[config.mk]
export PLATFORM = sky130hd
export DESIGN_NAME = drdy_flag
export DESIGN_NICKNAME = d
export VERILOG_FILES = /design/src/rtl/drdy_pkg.sv /design/src/rtl/drdy_win_decode.sv /design/src/rtl/drdy_read_track.sv /design/src/rtl/drdy_flag_core.sv /design/src/rtl/drdy_flag.sv
export SDC_FILE = /design/constraint.sdc
export NUM_CORES = 1
export LEC_CHECK = 0
export CAP_MARGIN = 30
export CELL_PAD_IN_SITES_DETAIL_PLACEMENT = 0
export CELL_PAD_IN_SITES_GLOBAL_PLACEMENT = 1
export CORE_AREA = 2 2 39 41
export DETAILED_ROUTE_END_ITERATION = 8
export DIE_AREA = 0 0 41 43
export GPL_TIMING_DRIVEN = 1
export PLACE_DENSITY_LB_ADDON = 0.1
export SLEW_MARGIN = 20
export SYNTH_ARGS = -nofsm -noshare
export SYNTH_HDL_FRONTEND = slang
export SYNTH_HIERARCHICAL = 1
export SYNTH_SLANG_ARGS = --single-unit
[constraint.sdc]
create_clock -name clk -period 3.3 [get_ports clk]
set_input_delay 0.495 -clock clk [delete_from_list [all_inputs] [get_ports clk]]
set_output_delay 0.495 -clock clk [all_outputs]
set_load 0.005 [all_outputs]
[src/rtl/drdy_pkg.sv]
package drdy_pkg;

    localparam int ADDR_W  = 8;
    localparam int NUM_WIN = 2;

    typedef logic [ADDR_W-1:0] addr_t;

    // protected address ranges, inclusive at both ends
    localparam addr_t WIN_LO [NUM_WIN] = '{8'h08, 8'h0E};
    localparam addr_t WIN_HI [NUM_WIN] = '{8'h0A, 8'h15};

    // read-tracker events handed to the flag core
    typedef struct packed {
        logic open;   // accepted protected read start
        logic close;  // completion of the open protected read
        logic busy;   // protected read in progress
    } rd_evt_t;

    // flag core state
    typedef struct packed {
        logic flag;
        logic pend;
    } flag_st_t;

    function automatic logic addr_in(addr_t a, addr_t lo, addr_t hi);
        return (a >= lo) && (a <= hi);
    endfunction

endpackage

[src/rtl/drdy_win_decode.sv]
module drdy_win_decode
    import drdy_pkg::*;
#(
    parameter int AW = ADDR_W,
    parameter int NW = NUM_WIN
) (
    input  logic [AW-1:0] addr,
    output logic          hit
);
    logic [NW-1:0] hits;

    for (genvar i = 0; i < NW; i++) begin : g_win
        assign hits[i] = addr_in(addr, WIN_LO[i], WIN_HI[i]);
    end

    assign hit = |hits;
endmodule

[src/rtl/drdy_read_track.sv]
module drdy_read_track
    import drdy_pkg::*;
(
    input  logic    clk,
    input  logic    rst,
    input  logic    start_prot,
    input  logic    done,
    output rd_evt_t evt
);
    logic busy_q;

    always_ff @(posedge clk) begin
        if (rst)
            busy_q <= 1'b0;
        else if (!busy_q && start_prot)
            busy_q <= 1'b1;
        else if (busy_q && done)
            busy_q <= 1'b0;
    end

    always_comb begin
        evt.open  = start_prot && !busy_q;
        evt.close = done && busy_q;
        evt.busy  = busy_q;
    end
endmodule

[src/rtl/drdy_flag_core.sv]
module drdy_flag_core
    import drdy_pkg::*;
(
    input  logic     clk,
    input  logic     rst,
    input  rd_evt_t  evt,
    input  logic     sample,
    output flag_st_t st
);
    flag_st_t st_q, st_d;

    always_comb begin
        st_d = st_q;
        if (evt.open) begin
            st_d.flag = 1'b0;
            st_d.pend = sample;
        end else if (evt.close) begin
            st_d.flag = st_q.pend || sample;
            st_d.pend = 1'b0;
        end else if (evt.busy) begin
            st_d.pend = st_q.pend || sample;
        end else if (sample) begin
            st_d.flag = 1'b1;
        end
    end

    always_ff @(posedge clk) begin
        if (rst)
            st_q <= '0;
        else
            st_q <= st_d;
    end

    assign st = st_q;
endmodule

[src/rtl/drdy_flag.sv]
module drdy_flag
    import drdy_pkg::*;
#(
    parameter int ADDR_W = drdy_pkg::ADDR_W
) (
    input  logic              clk,
    input  logic              rst,
    input  logic              new_sample,
    input  logic              rd_start,
    input  logic              rd_done,
    input  logic [ADDR_W-1:0] rd_addr,
    output logic              data_ready
);
    logic     win_hit;
    rd_evt_t  evt;
    flag_st_t st;

    drdy_win_decode #(.AW(ADDR_W), .NW(NUM_WIN)) u_dec (
        .addr (rd_addr),
        .hit  (win_hit)
    );

    drdy_read_track u_trk (
        .clk        (clk),
        .rst        (rst),
        .start_prot (rd_start && win_hit),
        .done       (rd_done),
        .evt        (evt)
    );

    drdy_flag_core u_core (
        .clk    (clk),
        .rst    (rst),
        .evt    (evt),
        .sample (new_sample),
        .st     (st)
    );

    assign data_ready = st.flag;
endmodule

==> impl_metrics.csv, run 1 <==
group,metric,value,unit
clocking,cts_hold_buf,0,
timing,whs,563,ps
grt,grt_pass1_wl,814,um
yosys,synth.distinct_cells,19,
setup_path,crit_path_end_kind,"register",
grt,grt_overflow,0,
floorplanning,dieWidth,41,um
timing,fin_crit_sh,62.2,%
grt,gr-usage-met3,1.57,%
setup_path,cp.arrival,2170,ps
floorplanning,coreArea,1380,um^2
worst_hold_path,hold_depth,2,
placement,placed_area,357,um^2
yosys,yosysTopAreaCellShare,28.1,%
timing,skew,2.57,ps
timing,layout_setup_ws,1250,ps
timing,worstMarginPinSlew,250,ps
clocking,worstSkewPairLatency,230,ps
yosys,yosysTopAreaCell,"dfxtp_1",
clocking,clockBufferDepth,2,
setup_path,critPathKind,"primary input to register",
power_and_ir_drop,powerDensity,337,nW/um^2
clocking,numCtsBuffers,3,
clocking,post_cts_buffers,0,
yosys,yosysSeqAreaShare,28.1,%
routing,ant_nets,0,
routing,drt_pre_antenna_iters,1,
worst_hold_path,hold_path_class,"register to register",
setup_path,required,3420,ps
status,outcome,"finished clean",
worst_hold_path,hp-start,"u_core/st[0]",
placement,port_buffers,13,
job,max-cap-violations,0,
timing,finalSetupTns,0,ps
clocking,root_buffer,"clkbuf_4",
grt,grt.total_usage,7.23,%
placement,place.gp.congestion,0.695,
timing,slew_viol_final,0,
setup_path,r2r_start,"u_trk/busy_q",
worst_hold_path,hold_end,"u_core/st[1]",
grt,use_met2,9.38,%
yosys,syn_inst,23,
finish,final_layout_size_suffix_gt1_share,23.1,%
routing,drc,0,
grt,grt_use_met1,8.68,%
timing,slew_headroom,83.2,%
routing,via_per_inst,4.02,
setup_path,reg2reg_slack,2290,ps
finish,antenna_cells,0,
routing,wl_per_cell,9.13,um
setup_path,start_kind,"primary input",
placement,dp_hpwl,417,um
floorplanning,io_pins,14,
timing,rsz0062_at_grt,"no",
timing,fin_crit,2050,ps
grt,top_usage_layer,"met2",
yosys,synth_area,214,um^2
clocking,clock-sinks,3,
grt,grt_max_degree,6,
floorplanning,die_area,1760,um^2
power_and_ir_drop,peakVddDrop,82.0,uV
routing,drt_iter0_drc,0,
setup_path,reg2reg_to,"u_core/st[0]",
clocking,cts_resized,0,
routing,finalWirelength,502,um
timing,hold_viol_final,0,
clocking,cts_tree,"built",
yosys,avgSynthCellArea,9.30,um^2
placement,pre_cts_ws,990,ps
finish,final_area,383,um^2
clocking,clk_pin_slew,40,ps
timing,setup_viol,0,
floorplanning,die_y,43,um
floorplanning,num_rows,14,
finish,area_growth,78.9,%
routing,dr_total_vias,221,
timing,fmax,487,MHz
setup_path,critical_path.max_fanout,3,
finish,seq_area,60.1,um^2
yosys,syn-num-nets,36,
finish,fillerInstances,153,
yosys,synthTopCellsByArea,"dfxtp_1, a2111oi_2, nand3b_1",
clocking,ctsHtreeMaxLevel,1,
finish,fin_nets,53,
grt,antenna_found_initial,0,
floorplanning,start_util,15.5,%
setup_path,rr_worst_depth,4,
finish,multi_input_area,139,um^2
yosys,synth_seq_cells,3,
yosys,ys_warn_count,6,
grt,grt_pass1_vias,229,
power_and_ir_drop,p_leak,0.130,nW
## synthesized netlist by cell type
cell / number
a22oi_1: 1
a21oi_1: 1
and2b_2: 1
nand2_1: 1
nor3_2: 1
inv_1: 2
and2_1: 1
nor2_1: 1
a2111oi_2: 1
dfxtp_1: 3
and2_4: 1
nor4_2: 1
o31ai_2: 1
nand2b_1: 1
buf_4: 1
nand4b_1: 1
a211oi_1: 1
nand3b_1: 2
nor3b_1: 1
## worst max-delay path, cell delays in order
cell	delay [ps]
clkdlybuf4s50_1	490
nand2b_1	110
nand4b_1	120
a2111oi_2	300
and2_1	190
and2b_2	170
inv_1	40
a22oi_1	170
o31ai_2	70
## layout make-up
type	count	share of cell area [%]
Multi-Input combinational cell	17	36.3
Timing Repair Buffer	13	34.0
Sequential cell	3	15.7
Clock buffer	4	6.86
Tap cell	16	5.23
Inverter	2	1.96
## cell usage in the layout, fill, tap and decap left out, drive strengths merged
cell / synthesis / final
a211oi: 1 / 1
a2111oi: 1 / 1
a21oi: 1 / 1
nor3b: 1 / 1
inv: 2 / 2
a22oi: 1 / 1
nand2b: 1 / 1
nor3: 1 / 1
nor2: 1 / 1
nand4b: 1 / 1
clkdlybuf4s50: 0 / 13
and2: 2 / 2
o31ai: 1 / 1
nor4: 1 / 1
clkbuf: 0 / 4
nand2: 1 / 1
and2b: 1 / 1
dfxtp: 3 / 3
nand3b: 2 / 2
## power breakdown
part | internal [mW] | switching, mW
combinational | 0.0180 | 0.00727
sequential | 0.0379 | 0.000818
clock | 0.0454 | 0.0197
## registers in the layout, summed over array words and instances (netlist names)
register,cells
u_core/st,2
u_trk/busy_q,1
## through the flow
stage          util, %  instances  total power, mW
2_1_floorplan        -         23           0.0460
3_3_place_gp      25.8         51           0.0645
3_5_place_dp      25.8         51           0.0649
4_1_cts           27.7         55            0.134
5_1_grt           27.7         55            0.139
6_report          27.7         55            0.129
## worst max path at each step
stage | slack (ps) | cells after the start | startpoint | to
2_1_floorplan | 1600 | 8 | rd_addr[2] | u_core/st[0]
5_1_grt | 1120 | 9 | rd_addr[1] | u_core/st[0]
3_3_place_gp | 1020 | 9 | rd_addr[2] | u_core/st[0]
3_5_place_dp | 990 | 9 | rd_addr[1] | u_core/st[0]
6_report | 1250 | 9 | rd_addr[1] | u_core/st[0]
4_1_cts | 1240 | 9 | rd_addr[1] | u_core/st[0]
## cell families after synthesis
family,Yosys count,share of synthesized area (%)
DFF,3,28.1
AOI/OAI and AO/OA,5,22.2
buffers and inverters,3,7.02
and+or+nand+nor,12,42.7
## routing by layer
| metal | wire length (um) | up-vias | share of wire, % |
|---|---|---|---|
| li1 | - | 115 | - |
| met1 | 233 | 98 | 46 |
| met2 | 251 | 8 | 50 |
| met3 | 16 | 0 | 3.2 |
| met4 | 0 | 0 | 0 |
| met5 | 0 | - | 0 |
Note: power is estimated with default switching activity, not from simulation.
==> run 2: changes to the inputs <==
- clock period: 3.3 -> 1.9 ns (I/O delays scaled with it)
==> run 2 against run 1 <==
  * Combinational power rose by 82%
  * Clock skew up 0.89 ps
  * Sequential share of layout area shrank 0.83 points
  * Register-to-register slack got worse by 1500 ps
  * Clock power grew 77%
  * Global-route usage increased by 0.98 points
  * Clock-buffer cell count is the same
  * Critical path type unchanged
  * Via count rose by 5.4%
  * Non-clock buffer count up 1
  * Design area increased by 5.6%
  * Largest power group unchanged
==> impl_metrics.csv, run 2 (same netlist as run 1, synthesis figures left out) <==
group,metric,value,unit
status,outcome,"finished clean",
routing,drt_iter0_drc,5,
timing,slew_viol_final,0,
power_and_ir_drop,powerDensity,565,nW/um^2
finish,fillerInstances,144,
routing,drt_pre_antenna_iters,2,
finish,final_common_cell,"clkdlybuf4s50_1",
clocking,clk_pin_slew,40,ps
floorplanning,die_area,1760,um^2
timing,worstMarginPinSlew,252,ps
grt,grt_overflow,0,
timing,layout_setup_ws,171,ps
finish,antenna_cells,0,
finish,seq_area,60.1,um^2
routing,drc,0,
clocking,ctsHtreeMaxLevel,1,
clocking,cts_tree,"built",
setup_path,critPathKind,"primary input to register",
grt,grt_max_degree,6,
setup_path,crit_path_end_kind,"register",
timing,whs,579,ps
floorplanning,num_rows,14,
floorplanning,coreArea,1380,um^2
power_and_ir_drop,p_leak,0.154,nW
timing,fin_crit,1730,ps
placement,port_buffers,13,
clocking,clockBufferDepth,2,
timing,skew,3.45,ps
placement,place.gp.congestion,0.622,
power_and_ir_drop,peakVddDrop,115,uV
routing,dr_total_vias,233,
routing,finalWirelength,609,um
grt,grt.total_usage,8.21,%
timing,slew_headroom,83.1,%
setup_path,required,2020,ps
floorplanning,io_pins,14,
clocking,root_buffer,"clkbuf_4",
setup_path,crit_path_start,"rd_addr[3]",
routing,wl_per_cell,10.9,um
timing,hold_viol_final,0,
clocking,numCtsBuffers,3,
finish,area_growth,88.9,%
worst_hold_path,hold_path_class,"register to register",
timing,rsz0062_at_grt,"no",
routing,via_per_inst,4.16,
floorplanning,start_util,15.5,%
setup_path,reg2reg_to,"u_core/st[1]",
setup_path,rr_worst_depth,3,
floorplanning,dieWidth,41,um
setup_path,critical_path.max_fanout,2,
finish,layout.cells.non_filler,56,
finish,multi_input_area,148,um^2
finish,final_layout_size_suffix_gt1_share,30.0,%
job,max-cap-violations,0,
grt,grt_pass1_vias,272,
grt,grt_pass1_wl,924,um
timing,setup_viol,0,
routing,ant_nets,0,
placement,dp.cells,52,
floorplanning,die_y,43,um
setup_path,r2r_start,"u_trk/busy_q",
finish,fin_nets,54,
grt,antenna_found_initial,0,
setup_path,cp.arrival,1850,ps
setup_path,crit_end,"u_core/st[0]",
clocking,clock-sinks,3,
worst_hold_path,hp-start,"u_trk/busy_q",
setup_path,start_kind,"primary input",
timing,fin_crit_sh,91.0,%
placement,pre_cts_ws,-175,ps
setup_path,reg2reg_slack,800,ps
clocking,worstSkewPairLatency,230,ps
timing,fmax,579,MHz
finish,largest_register_ff_count,2,
finish,final_cell_mix,"clkdlybuf4s50_1, clkbuf_4, dfxtp_1",
## run 2: where the power goes
| group | internal [mW] | total (mW) | switching [mW] | leakage, nW |
|---|---|---|---|---|
| Combinational | 0.0317 | 0.0461 | 0.0144 | 0.114 |
| Sequential | 0.0659 | 0.0676 | 0.00170 | 0.0245 |
| Clock | 0.0789 | 0.115 | 0.0357 | 0.0150 |
## run 2: what timing repair did
action / in CTS / in global routing
buffers inserted: 0 / 0
endpoints found under the setup margin: 0 / 1
hold buffers: 0 / 0
gates resized for setup: 0 / 4
## run 2: worst min path at each step
| stage | slack (ps) | cells past startpoint | to |
|---|---|---|---|
| after floorplan | 350 | 1 | u_trk/busy_q |
| after global placement | 560 | 2 | u_trk/busy_q |
| after detailed placement | 560 | 2 | u_core/st[1] |
| after CTS | 570 | 2 | u_core/st[1] |
| after global routing | 610 | 2 | u_core/st[0] |
| final | 580 | 2 | u_trk/busy_q |
## run 2: area by class of cell
class	count	area share [%]
Clock buffer	4	6.50
Inverter	2	1.86
Multi-Input combinational cell	17	36.5
Sequential cell	3	14.9
Tap cell	16	4.95
Timing Repair Buffer	14	35.3
## run 2: routing by layer
metal	track usage (%)	up-vias	routed length, um
met3	1.57	0	29
li1	-	117	-
met2	12.2	10	337
met4	10.0	0	0
met1	7.96	106	242
met5	0	-	0
## run 2: metrics by stage
stage               TNS [ps]  util, %  instance area, um^2  total power, mW
finish                     0     29.2                  404            0.228
global route               0     29.2                  404            0.242
CTS                        0     28.2                  390            0.233
detailed placement      -220     26.3                  364            0.114
global placement        -174     26.3                  364            0.113
floorplan                  0        -                  214           0.0798
## run 2: worst max-delay path: stages
cell             delay [ps]
clkdlybuf4s50_1         500
nand4b_1                130
a2111oi_2               360
and2_1                  190
and2b_2                 150
inv_1                    40
a22oi_2                 120
o31ai_2                  70
